===== src/rtl/dfu_pkg.sv =====
package dfu_pkg;
    typedef enum logic [1:0] {
        ST_IDLE  = 2'd0,
        ST_FETCH = 2'd1,
        ST_DONE  = 2'd2
    } dfu_state_e;

    localparam int DESC_WORDS   = 4;
    localparam int WI_NEXT      = 0;
    localparam int WI_SRC       = 1;
    localparam int WI_DST       = 2;
    localparam int WI_CMD       = 3;
    localparam int PTR_BRANCH   = 1;
    localparam int CMD_SRC_FLOW = 29;
    localparam int CMD_DST_FLOW = 28;
    localparam int CMD_START_IE = 22;
endpackage


===== src/rtl/dfu_addr_gen.sv =====
module dfu_addr_gen #(
    parameter int ADDR_W     = 32,
    parameter int ALIGN_LSB  = 4,
    parameter int BRANCH_OFS = 32,
    parameter int BRANCH_BIT = 1
) (
    input  logic [ADDR_W-1:0] ptr_i,
    input  logic              cmp_i,
    output logic [ADDR_W-1:0] base_o
);
    localparam logic [ADDR_W-1:0] CLR_MASK = ~((ADDR_W'(1) << ALIGN_LSB) - ADDR_W'(1));
    localparam logic [ADDR_W-1:0] OFS      = ADDR_W'(BRANCH_OFS);

    logic take_branch;

    always_comb begin
        take_branch = ptr_i[BRANCH_BIT] & cmp_i;
        base_o      = (ptr_i & CLR_MASK) + (take_branch ? OFS : '0);
    end
endmodule


===== src/rtl/dfu_desc_sanitize.sv =====
module dfu_desc_sanitize #(
    parameter int DATA_W     = 32,
    parameter int FLOW_ALIGN = 2
) (
    input  logic [DATA_W-1:0] src_raw_i,
    input  logic [DATA_W-1:0] dst_raw_i,
    input  logic              src_flow_i,
    input  logic              dst_flow_i,
    output logic [DATA_W-1:0] src_o,
    output logic [DATA_W-1:0] dst_o
);
    localparam logic [DATA_W-1:0] WORD_MASK = ~((DATA_W'(1) << FLOW_ALIGN) - DATA_W'(1));

    always_comb begin
        src_o = src_flow_i ? (src_raw_i & WORD_MASK) : src_raw_i;
        dst_o = dst_flow_i ? (dst_raw_i & WORD_MASK) : dst_raw_i;
    end
endmodule


===== src/rtl/desc_fetch_unit.sv =====
module desc_fetch_unit
    import dfu_pkg::*;
#(
    parameter int ADDR_W     = 32,
    parameter int DATA_W     = 32,
    parameter int ALIGN_LSB  = 4,
    parameter int BRANCH_OFS = 32,
    parameter int FLOW_ALIGN = 2
) (
    input  logic              clk,
    input  logic              rst_n,
    input  logic              start_i,
    input  logic [ADDR_W-1:0] cur_ptr_i,
    input  logic              cmp_stat_i,
    output logic              rd_req_o,
    output logic [ADDR_W-1:0] rd_addr_o,
    input  logic              rd_ack_i,
    input  logic [DATA_W-1:0] rd_data_i,
    output logic              busy_o,
    output logic              done_o,
    output logic              start_set_o,
    output logic [DATA_W-1:0] next_ptr_o,
    output logic [DATA_W-1:0] src_addr_o,
    output logic [DATA_W-1:0] dst_addr_o,
    output logic [DATA_W-1:0] cmd_o
);
    localparam int IDX_W      = $clog2(DESC_WORDS);
    localparam int BYTE_SHIFT = $clog2(DATA_W / 8);
    localparam logic [IDX_W-1:0] LAST_IDX = IDX_W'(DESC_WORDS - 1);

    dfu_state_e state_q, state_d;

    logic [IDX_W-1:0]  idx_q;
    logic [ADDR_W-1:0] base_q;
    logic [ADDR_W-1:0] fetch_base;
    logic [DATA_W-1:0] words_q [DESC_WORDS-1];
    logic [DATA_W-1:0] desc_w  [DESC_WORDS];
    logic [DATA_W-1:0] src_clean, dst_clean;
    logic              start_q;
    logic              accept, beat, last_beat;

    dfu_addr_gen #(
        .ADDR_W    (ADDR_W),
        .ALIGN_LSB (ALIGN_LSB),
        .BRANCH_OFS(BRANCH_OFS),
        .BRANCH_BIT(PTR_BRANCH)
    ) addr_gen_i (
        .ptr_i (cur_ptr_i),
        .cmp_i (cmp_stat_i),
        .base_o(fetch_base)
    );

    // Present the descriptor being committed: stored words plus the live last word.
    for (genvar g = 0; g < DESC_WORDS; g++) begin : g_desc
        if (g == DESC_WORDS - 1) begin : g_live
            assign desc_w[g] = rd_data_i;
        end else begin : g_held
            assign desc_w[g] = words_q[g];
        end
    end

    dfu_desc_sanitize #(
        .DATA_W    (DATA_W),
        .FLOW_ALIGN(FLOW_ALIGN)
    ) sanitize_i (
        .src_raw_i (desc_w[WI_SRC]),
        .dst_raw_i (desc_w[WI_DST]),
        .src_flow_i(desc_w[WI_CMD][CMD_SRC_FLOW]),
        .dst_flow_i(desc_w[WI_CMD][CMD_DST_FLOW]),
        .src_o     (src_clean),
        .dst_o     (dst_clean)
    );

    always_comb begin
        accept    = (state_q == ST_IDLE) && start_i;
        beat      = (state_q == ST_FETCH) && rd_ack_i;
        last_beat = beat && (idx_q == LAST_IDX);
    end

    // Next-state logic
    always_comb begin
        state_d = state_q;
        unique case (state_q)
            ST_IDLE:  if (start_i)   state_d = ST_FETCH;
            ST_FETCH: if (last_beat) state_d = ST_DONE;
            ST_DONE:                 state_d = ST_IDLE;
            default:                 state_d = ST_IDLE;
        endcase
    end

    // State register
    always_ff @(posedge clk or negedge rst_n) begin
        if (!rst_n) state_q <= ST_IDLE;
        else        state_q <= state_d;
    end

    // Datapath registers
    always_ff @(posedge clk or negedge rst_n) begin
        if (!rst_n) begin
            idx_q      <= '0;
            base_q     <= '0;
            start_q    <= 1'b0;
            next_ptr_o <= '0;
            src_addr_o <= '0;
            dst_addr_o <= '0;
            cmd_o      <= '0;
            for (int i = 0; i < DESC_WORDS - 1; i++) words_q[i] <= '0;
        end else begin
            if (accept) begin
                base_q <= fetch_base;
                idx_q  <= '0;
            end
            if (beat && !last_beat) begin
                words_q[idx_q] <= rd_data_i;
                idx_q          <= idx_q + 1'b1;
            end
            if (last_beat) begin
                next_ptr_o <= desc_w[WI_NEXT];
                src_addr_o <= src_clean;
                dst_addr_o <= dst_clean;
                cmd_o      <= desc_w[WI_CMD];
                start_q    <= desc_w[WI_CMD][CMD_START_IE];
            end
        end
    end

    // Outputs
    always_comb begin
        rd_req_o    = 1'b0;
        done_o      = 1'b0;
        busy_o      = 1'b0;
        start_set_o = 1'b0;
        rd_addr_o   = base_q + (ADDR_W'(idx_q) << BYTE_SHIFT);
        unique case (state_q)
            ST_IDLE:  ;
            ST_FETCH: begin
                rd_req_o = 1'b1;
                busy_o   = 1'b1;
            end
            ST_DONE: begin
                done_o      = 1'b1;
                busy_o      = 1'b1;
                start_set_o = start_q;
            end
            default: ;
        endcase
    end
endmodule


===== config.mk =====
export PLATFORM = sky130hd
export DESIGN_NAME = desc_fetch_unit
export DESIGN_NICKNAME = d
export VERILOG_FILES = /design/src/rtl/dfu_pkg.sv /design/src/rtl/dfu_addr_gen.sv /design/src/rtl/dfu_desc_sanitize.sv /design/src/rtl/desc_fetch_unit.sv
export SDC_FILE = /design/constraint.sdc
export NUM_CORES = 1
export LEC_CHECK = 0
export BUFFER_PORTS_ARGS = -buffer_cell sky130_fd_sc_hd__buf_2
export CAP_MARGIN = 20
export CORE_ASPECT_RATIO = 1.75
export CORE_MARGIN = 2
export CORE_UTILIZATION = 40
export CTS_CLUSTER_SIZE = 25
export DETAILED_ROUTE_END_ITERATION = 6
export SLEW_MARGIN = 0
export SYNTH_ARGS = -nofsm -noshare
export SYNTH_HDL_FRONTEND = slang
export SYNTH_SLANG_ARGS = --single-unit

===== constraint.sdc =====
create_clock -name clk -period 2.55 [get_ports clk]
set_input_delay 0.3825 -clock clk [delete_from_list [all_inputs] [get_ports clk]]
set_output_delay 0.3825 -clock clk [all_outputs]
set_load 0.05 [all_outputs]

==> metrics <==
Clock Latency Late Sink=530 ps; CTS root buf=clkbuf_16; Area after DPL=0.0118 sq mm; max-slew violations=0; Starting Density=around two fifths; WL final=22,600 um; main combinational cell family by area after synthesis=multiplexers; DRT iter0 DRCs=around 270; die height=215 um; r2r endpoint=desc_w[86]; number of synthesized flops with an enable pin=0; Worst setup SP type=register; RSZ-0062 raised after global routing=no; total CTS buffers=25; CP endpoint=desc_w[86]; slew margin rel.=65.3%; Synth Area in Compound Gates=2.50%; dominant synthesized flop cell=dfrtp_1; Setup crit start=state_q[1]; pin count of the biggest net entering global routing=73; initial antenna violation count=0; die width=125 um; crit path max fanout=29; Vias=approximately 6.3k; drt drc=0; remaining global-route overflow=0; row count=77; Avg Inst Size Synth=14.4 sq um; full die area=around 0.027 sq mm; Reg2Reg Depth=7; Max Cap Viol=0; layout cell share with drive strength beyond 1=around 53%; worst r2r src=state_q[1]; Synth Instances=a little over 700; CTS clk-pin slew, worst paths=60 ps; Ports=about 230; XOR/XNOR share of the synthesized area=~1.1%; cts hold-fix bufs=1; post-synthesis mux area share=24.4%; clk buf depth=3; Num Clock Sinks=256; Max IR drop VDD=roughly 800 uV; flops & latches, synth=256; CTS H-tree lvls=1; power per cell area=about 1400 mW/mm^2; Synth Area in Simple Gates=about 6.0%; Worst EP arrival=2550 ps; All-Layer GR Usage=17.0%; IO Port Bufs=between 200 and 250; Fmax=around 470 MHz; post-DR vias/cell=4.95; asr flop ratio synth=100%; Clock Skew=13.5 ps; DP Wirelength=15,700 um; Setup-failing EPs final=0; nets=1,024; Core ar.=0.0251 sq mm; Worst Path Required=2960 ps; Syn-to-layout area delta=23.7%; leakage power total=6.48 nW; CTS tree=yes; R2R setup slack=410 ps; classification of the worst setup path=reg2reg; vias in the first global route=6,630; register area share after synthesis=62.8%; # Post-CTS Setup Buffers=0; Synth warnings=0; Routed Antenna Nets=0; Initial DRT Pass Iterations=4; Synth Area in Adders=1.47%; final period demand of the worst path=2140 ps; outcome=completed; Yosys cell types=36; Setup crit end kind=register; post-synthesis instance area=0.0102 sq mm; Inserted Diodes=0; HP Class=in2reg; DR WL/cell=17.7 um; Final Cycle Share=84.0%; setup TNS=0 ps; first-pass GRT wire length=between 30,000 and 40,000 um; Hold Fails Final Rpt=0; GP Congestion=about 0.83; post-CTS sizing=0; Finished Cell Area=0.0126 sq mm; worst-margin pin slew=between 500 and 600 ps
## cell families (layout without fill, tap and decap cells)
family                     after synthesis  count (layout)
buffers and inverters                   42             295
AOI/OAI and AO/OA                       43              43
other                                    1               2
and+or+nand+nor                        119             119
xor gates and xnor gates                13              13
DFF                                    256             256
muxes                                  221             221
adders and majority gates               12              12
## worst max-delay path, cell delays in order (launching register included)
cell	delay (ps)
dfrtp_1	380
inv_1	140
ha_1	280
nand2_1	70
nor2_1	400
nand2_2	210
buf_12	240
mux2_2	290
## placed cells by master (no fill, tap or decap), types with 9 or more instances in the layout
master	instances
a31oi_1	9
buf_2	226
clkbuf_16	25
dfrtp_1	256
ha_1	12
mux2_2	220
nand2_1	46
nand3_1	9
nor2_1	14
o21ai_0	22
xnor2_1	10
## cell type report
class	count	area, sq um
clock inverters	5	35.0
inverters	7	26.3
fillers	2269	12500
well taps	316	395
repair buffers	243	1360
clock buffers	40	762
flip-flops and latches	256	6410
multi-input cells	410	3650
## registers in the layout, summed over array words and instances, names as in the netlist
signal and count:
base_q 28, idx_q 2, dst_addr_o 32, desc_w 96
cmd_o 32, next_ptr_o 32, src_addr_o 32, state_q 2
## stage by stage
stage | power (mW) | util [%] | hold slack [ps] | std cells | worst slack, ps
after floorplan | 11.8 | - | 86.9 | 708 | 355
after global placement | 13.6 | 47.0 | 372 | 1231 | 293
after detailed placement | 13.7 | 47.0 | 373 | 1231 | 264
after CTS | 17.4 | 50.2 | 39.2 | 1277 | 368
after global routing | 18.0 | 50.2 | 51.5 | 1277 | 227
final | 17.1 | 50.2 | 64.1 | 1277 | 408
## per-layer routing
| metal | vias to the layer above | track usage, % | routed length, um | part of all wire [%] |
|---|---|---|---|---|
| met5 | - | 0 | 0 | 0 |
| met3 | 35 | 3.63 | 1250 | 5.5 |
| met4 | 0 | 6.70 | 688 | 3.0 |
| met1 | 3160 | 19.6 | 8690 | 38 |
| met2 | 165 | 30.6 | 12000 | 53 |
| li1 | 2963 | - | - | - |
## where the power goes
| group | internal, mW | switching (mW) | leakage, nW | total [mW] |
|---|---|---|---|---|
| sequential | 5.74 | 0.764 | 3.31 | 6.50 |
| combinational | 2.10 | 4.92 | 2.77 | 7.02 |
| clock | 2.05 | 1.53 | 0.391 | 3.58 |
## worst min-delay path by stage
stage | from | endpoint | slack [ps] | depth (start not counted)
6_report | cur_ptr_i[4] | base_q[4] | 60 | 3
5_1_grt | cur_ptr_i[4] | base_q[4] | 50 | 3
4_1_cts | cur_ptr_i[4] | base_q[4] | 40 | 3
3_5_place_dp | rst_n | dst_addr_o[16] | 370 | 1
3_3_place_gp | rst_n | desc_w[48] | 370 | 1
2_1_floorplan | rst_n | base_q[10] | 90 | 0
## cell usage after synthesis, types with 3 or more instances
library cell,instances,area (sq um)
dfrtp_1,256,6410
o31ai_1,7,52.6
clkbuf_1,21,78.8
or3_1,5,31.3
o21ai_0,22,110
ha_1,12,150
inv_1,7,26.3
and3_1,3,18.8
nor4_1,6,37.5
nand3_1,10,50.1
mux2_2,220,2480
nand2_1,49,184
nand2b_1,5,31.3
buf_1,9,33.8
or4_1,8,60.1
nor2_1,14,52.6
xor2_1,3,26.3
buf_4,3,22.5
nand4_1,7,43.8
a31oi_1,9,56.3
and2_1,4,25.0
xnor2_1,10,87.6
(Power assumes the default switching activity.)
